===== src/rtl/dbnc_pkg.sv =====
package dbnc_pkg;

  typedef enum logic [1:0] {
    DLY_BYPASS = 2'b00,
    DLY_SHORT  = 2'b01,
    DLY_MID    = 2'b10,
    DLY_LONG   = 2'b11
  } dly_code_e;

  // Delay code to tick count.
  function automatic int unsigned dly_ticks(input logic [1:0] code,
                                            input int unsigned t_short,
                                            input int unsigned t_mid,
                                            input int unsigned t_long);
    case (code)
      DLY_SHORT: return t_short;
      DLY_MID:   return t_mid;
      DLY_LONG:  return t_long;
      default:   return 0;
    endcase
  endfunction

  function automatic logic is_leading(input logic [1:0] mode);
    return mode[1];
  endfunction

  function automatic logic is_lowpass(input logic [1:0] mode);
    return mode == 2'b01;
  endfunction

  // True when one more step would reach the limit.
  function automatic logic limit_hit(input int unsigned cnt, input int unsigned lim);
    return (cnt + 1) >= lim;
  endfunction

endpackage


===== src/rtl/dbnc_delay_map.sv =====
module dbnc_delay_map
  import dbnc_pkg::*;
#(
  parameter int unsigned CW      = 7,
  parameter int unsigned T_SHORT = 10,
  parameter int unsigned T_MID   = 30,
  parameter int unsigned T_LONG  = 100
) (
  input  logic [1:0]    code,
  output logic [CW-1:0] lim
);

  always_comb begin
    lim = CW'(dly_ticks(code, T_SHORT, T_MID, T_LONG));
  end

endmodule


===== src/rtl/dbnc_channel.sv =====
module dbnc_channel
  import dbnc_pkg::*;
#(
  parameter int unsigned CW   = 7,
  parameter int unsigned DMAX = 100
) (
  input  logic          clk,
  input  logic          rst_n,
  input  logic          tick,
  input  logic          din,
  input  logic [1:0]    mode,
  input  logic [1:0]    dly_code,
  input  logic [CW-1:0] lim,
  output logic          dout
);

  logic [CW-1:0] cnt_q, cnt_d;
  logic          out_q, out_d;

  // Named events for the assertions
  logic bypass, leading, lowpass, differ, reached, cnt_zero;

  assign bypass   = (dly_code == DLY_BYPASS);
  assign leading  = is_leading(mode);
  assign lowpass  = is_lowpass(mode);
  assign differ   = (din != out_q);
  assign cnt_zero = (cnt_q == '0);
  assign reached  = limit_hit(32'(cnt_q), 32'(lim));

  always_comb begin
    out_d = out_q;
    cnt_d = cnt_q;
    if (bypass) begin
      out_d = din;
      cnt_d = '0;
    end else if (leading) begin
      if (cnt_zero) begin
        if (differ) begin
          out_d = din;
          cnt_d = lim;
        end
      end else if (tick) begin
        cnt_d = cnt_q - 1'b1;
      end
    end else if (lowpass) begin
      if (differ) begin
        if (tick) begin
          if (reached) begin
            out_d = din;
            cnt_d = '0;
          end else begin
            cnt_d = cnt_q + 1'b1;
          end
        end
      end else if (tick && !cnt_zero) begin
        cnt_d = cnt_q - 1'b1;
      end
    end else begin
      if (!differ) begin
        cnt_d = '0;
      end else if (tick) begin
        if (reached) begin
          out_d = din;
          cnt_d = '0;
        end else begin
          cnt_d = cnt_q + 1'b1;
        end
      end
    end
  end

  always_ff @(posedge clk) begin
    if (!rst_n) begin
      out_q <= 1'b0;
      cnt_q <= '0;
    end else begin
      out_q <= out_d;
      cnt_q <= cnt_d;
    end
  end

  assign dout = out_q;

  AST_BYPASS_FOLLOW: assert property (@(posedge clk) disable iff (!rst_n)
    bypass |=> (dout == $past(din)));

  AST_SLOW_NEEDS_TICK: assert property (@(posedge clk) disable iff (!rst_n)
    (!bypass && !leading && !tick) |=> $stable(dout));

  AST_LEAD_HOLD: assert property (@(posedge clk) disable iff (!rst_n)
    (!bypass && leading && !cnt_zero) |=> $stable(dout));

  AST_LOWPASS_FLOOR: assert property (@(posedge clk) disable iff (!rst_n)
    (!bypass && lowpass && !differ && cnt_zero) |=> (cnt_q == '0));

  AST_CNT_BOUND: assert property (@(posedge clk) disable iff (!rst_n)
    cnt_q <= CW'(DMAX));

endmodule


===== src/rtl/field_debounce_bank.sv =====
module field_debounce_bank
  import dbnc_pkg::*;
#(
  parameter int unsigned NCH     = 8,
  parameter int unsigned T_SHORT = 10,
  parameter int unsigned T_MID   = 30,
  parameter int unsigned T_LONG  = 100
) (
  input  logic             clk,
  input  logic             rst_n,
  input  logic             tick_ms,
  input  logic [NCH-1:0]   raw_in,
  input  logic [2*NCH-1:0] mode_cfg,
  input  logic [2*NCH-1:0] dly_cfg,
  output logic [NCH-1:0]   filt_out
);

  localparam int unsigned CW = $clog2(T_LONG + 1);

  for (genvar g = 0; g < NCH; g++) begin : g_ch
    logic [1:0]    ch_mode;
    logic [1:0]    ch_dly;
    logic [CW-1:0] ch_lim;

    assign ch_mode = mode_cfg[2*g +: 2];
    assign ch_dly  = dly_cfg[2*g +: 2];

    dbnc_delay_map #(
      .CW(CW), .T_SHORT(T_SHORT), .T_MID(T_MID), .T_LONG(T_LONG)
    ) map_i (
      .code (ch_dly),
      .lim  (ch_lim)
    );

    dbnc_channel #(
      .CW(CW), .DMAX(T_LONG)
    ) chan_i (
      .clk      (clk),
      .rst_n    (rst_n),
      .tick     (tick_ms),
      .din      (raw_in[g]),
      .mode     (ch_mode),
      .dly_code (ch_dly),
      .lim      (ch_lim),
      .dout     (filt_out[g])
    );
  end

  AST_RESET_LOW: assert property (@(posedge clk)
    !rst_n |=> (filt_out == '0));

endmodule


===== config.mk =====
export PLATFORM = sky130hd
export DESIGN_NAME = field_debounce_bank
export DESIGN_NICKNAME = d
export VERILOG_FILES = /design/src/rtl/dbnc_pkg.sv /design/src/rtl/dbnc_delay_map.sv /design/src/rtl/dbnc_channel.sv /design/src/rtl/field_debounce_bank.sv
export SDC_FILE = /design/constraint.sdc
export NUM_CORES = 1
export LEC_CHECK = 0
export ABC_AREA = 0
export BUFFER_PORTS_ARGS = -buffer_cell sky130_fd_sc_hd__buf_2
export CORE_ASPECT_RATIO = 1.25
export CORE_MARGIN = 2
export CORE_UTILIZATION = 43
export CTS_BUF_LIST = sky130_fd_sc_hd__clkbuf_2 sky130_fd_sc_hd__clkbuf_4 sky130_fd_sc_hd__clkbuf_8
export DETAILED_ROUTE_END_ITERATION = 10
export SETUP_SLACK_MARGIN = 0.5
export SKIP_CTS_REPAIR_TIMING = 1
export SYNTH_ARGS = -nofsm -noshare
export SYNTH_HDL_FRONTEND = slang
export SYNTH_SLANG_ARGS = --single-unit

===== constraint.sdc =====
create_clock -name clk -period 3.85 [get_ports clk]
set_input_delay 0.5775 -clock clk [delete_from_list [all_inputs] [get_ports clk]]
set_output_delay 0.5775 -clock clk [all_outputs]
set_load 0.01 [all_outputs]

==> impl_metrics.tcl <==
set metrics [dict create \
    status "complete, no violations" \
    insertion_delay_ns 0.36 \
    end_kind "flop" \
    synthXorXnorAreaFrac 0.0825 \
    fillers 2045 \
    layout_common_cells "nor2_1 (95), a21oi_1 (94), nand2_1 (93)" \
    holdCritStartpoint "raw_in[5]" \
    via_per_inst 6.06 \
    numCtsBuffers 9 \
    crit_type "flop to flop" \
    synth_cells 1200 \
    globalplace.congestion 0.931 \
    hold_ws_ns 0.470 \
    die-area_mm2 0.0209 \
    drt-pass1-iter-count 6 \
    cts_tree "yes" \
    layout_commonest_cell "nor2_1" \
    setup_viol 0 \
    synth_top_family_by_area "compound AO/OA/AOI/OAI gates" \
    area_growth_pct 6.37 \
    grt_pass1_wl_um 39400 \
    max_slew_margin 0.352 \
    power.density_mw_per_mm2 764 \
    rsz0062_at_grt "false" \
    antenna_found_initial 3 \
    rr_startpoint "g_ch[2].chan_i.cnt_q[2]" \
    fmax_mhz 314 \
    final_max_slew_viol_count 0 \
    clock_path_buffers 2 \
    ios 51 \
    fin_worst_skew_ns 0.00637 \
    final_nets 1322 \
    routed_wl_um 24100 \
    yosys_warnings 0 \
    reg2reg_depth 9 \
    start_util 0.438 \
    synth_compound_area_frac 0.299 \
    syn_area_mm2 0.00849 \
    synth_edf_count 0 \
    grt.met1_usage 0.283 \
    route.detailed.wl_per_inst_um 16.5 \
    drt_iter0_markers 473 \
    ant_nets 0 \
    hold_violations 0 \
    multi_input_area_mm2 0.00652 \
    yosysSeqAreaShare 0.151 \
    setup-tns-final_ns 0 \
    synth_adder_area_share 0.130 \
    fin_crit_sh 0.828 \
    syn_avg_cell_area_um2 7.08 \
    cap_violations 0 \
    grt_usage 0.228 \
    busiest_layer "met2" \
    hold_depth 3 \
    met3_usage 0.0229 \
    tightest_slew_ns 0.965 \
    async_flop_share 0 \
    drc 0 \
    crit_required_ns 4.15 \
    crit_arrival_ns 3.49 \
    grt_pass1_vias 8248 \
    cts.reportedPaths.clkPinSlew_ns 0.08 \
    min_period_ns 3.19 \
    drive_above_1_share 0.0887 \
    synthDistinctLibCells 76 \
    ir_drop_mv 0.242 \
    grt_max_degree 32 \
    portBuffers 50 \
    dpl.hpwl_um 17900 \
    clock_sinks 64 \
    htree_num_levels 3 \
    critPathLaunchType "flop" \
    vias 8858 \
    cp_max_fo 12 \
    coreArea_mm2 0.0194 \
    p_leak_nw 3.84 \
    synthMuxAreaShare 0.0141 \
    synth_ff_type "dfxtp_1" \
    power_mw 6.90 \
    syn_nets 1331 \
    cp-startpoint "g_ch[2].chan_i.cnt_q[2]" \
    hold_class "input port to flop" \
    num_rows 57 \
    die_w_um 130 \
    seqCellArea_mm2 0.00128 \
    grt-ovfl-total 0 \
    ys_ff_latch 64 \
    clockRootBuffer "clkbuf_8" \
    grtUsageMet2 0.387 \
    die_y_um 161 \
    synthSimpleGateAreaFrac 0.242 \
]
[worst paths after layout]
kind,to,slack [ns]
max,g_ch[2].chan_i.cnt_q[1],0.66
min,g_ch[5].chan_i.dout,0.47
max reg2reg,g_ch[2].chan_i.cnt_q[1],0.66
min reg2reg,g_ch[5].chan_i.dout,0.51
[kinds of logic (layout without fill, tap and decap cells)]
family | after synthesis | after routing
xor+xnor | 80 | 80
buf+inv | 170 | 165
fa+ha+maj | 88 | 88
mux | 12 | 12
other cells | 0 | 2
compound gates | 374 | 374
simple gates | 412 | 412
flops | 64 | 64
[Yosys cell counts (12+ instances only)]
library cell,number,area [µm²]
a211oi_1,19,143
or3_1,12,75.1
nor3_1,47,235
a21o_1,14,105
inv_1,82,308
nand3_1,52,260
dfxtp_1,64,1280
a21oi_1,94,470
xnor2_1,45,394
nand2b_1,16,100
nand2_1,93,349
o21ai_0,66,330
o31ai_1,13,97.6
o211ai_1,13,97.6
clkbuf_1,66,248
xor2_1,35,307
nor2_1,95,357
ha_1,88,1100
nor2b_1,16,100
o22ai_1,17,106
mux2i_1,12,120
a31oi_1,22,138
and3_1,15,93.8
[stage by stage]
| stage | setup slack (ns) | instances | util | cell area [µm²] |
|---|---|---|---|---|
| after floorplan | 1.04 | 1200 | - | 8490 |
| after global placement | 0.777 | 1445 | 0.454 | 8820 |
| after detailed placement | 0.675 | 1445 | 0.454 | 8820 |
| after CTS | 0.696 | 1460 | 0.465 | 9020 |
| after global routing | 0.501 | 1462 | 0.466 | 9030 |
| final | 0.663 | 1462 | 0.466 | 9030 |
[power by group]
part	switching, mW	total [mW]	leakage [nW]	internal (mW)
clock	0.282	0.629	0.108	0.347
sequential	0.546	1.44	0.526	0.896
combinational	2.83	4.83	3.21	2.00
total	3.66	6.90	3.84	3.25
[metal layers]
metal,up-vias,share of wire
met5,-,0.00066
met1,4098,0.44
met3,57,0.051
met2,320,0.48
met4,2,0.031
li1,4381,-
[critical path: stages (launching register included)]
cell,delay [ns]
dfxtp_1,0.55
nand3_1,0.27
nor2_1,0.19
xor2_1,0.22
ha_1,0.28
and4_1,0.20
a221oi_1,0.44
nand2_1,0.27
or4_1,0.53
a31oi_1,0.17
[area by class of cell]
type	count	area share
Timing Repair Buffer	68	0.0427
Inverter	82	0.0341
Tap cell	265	0.0367
Clock buffer	12	0.0183
Antenna cell	2	0.000554
Clock inverter	3	0.00443
Multi-Input combinational cell	966	0.721
Sequential cell	64	0.142
[flip-flops by register name, summed over array words and instances (netlist names)]
name,flops
g_ch.chan_i.cnt_q,56
g_ch.chan_i.dout,8
No activity file was read; power rests on OpenSTA's default activity.
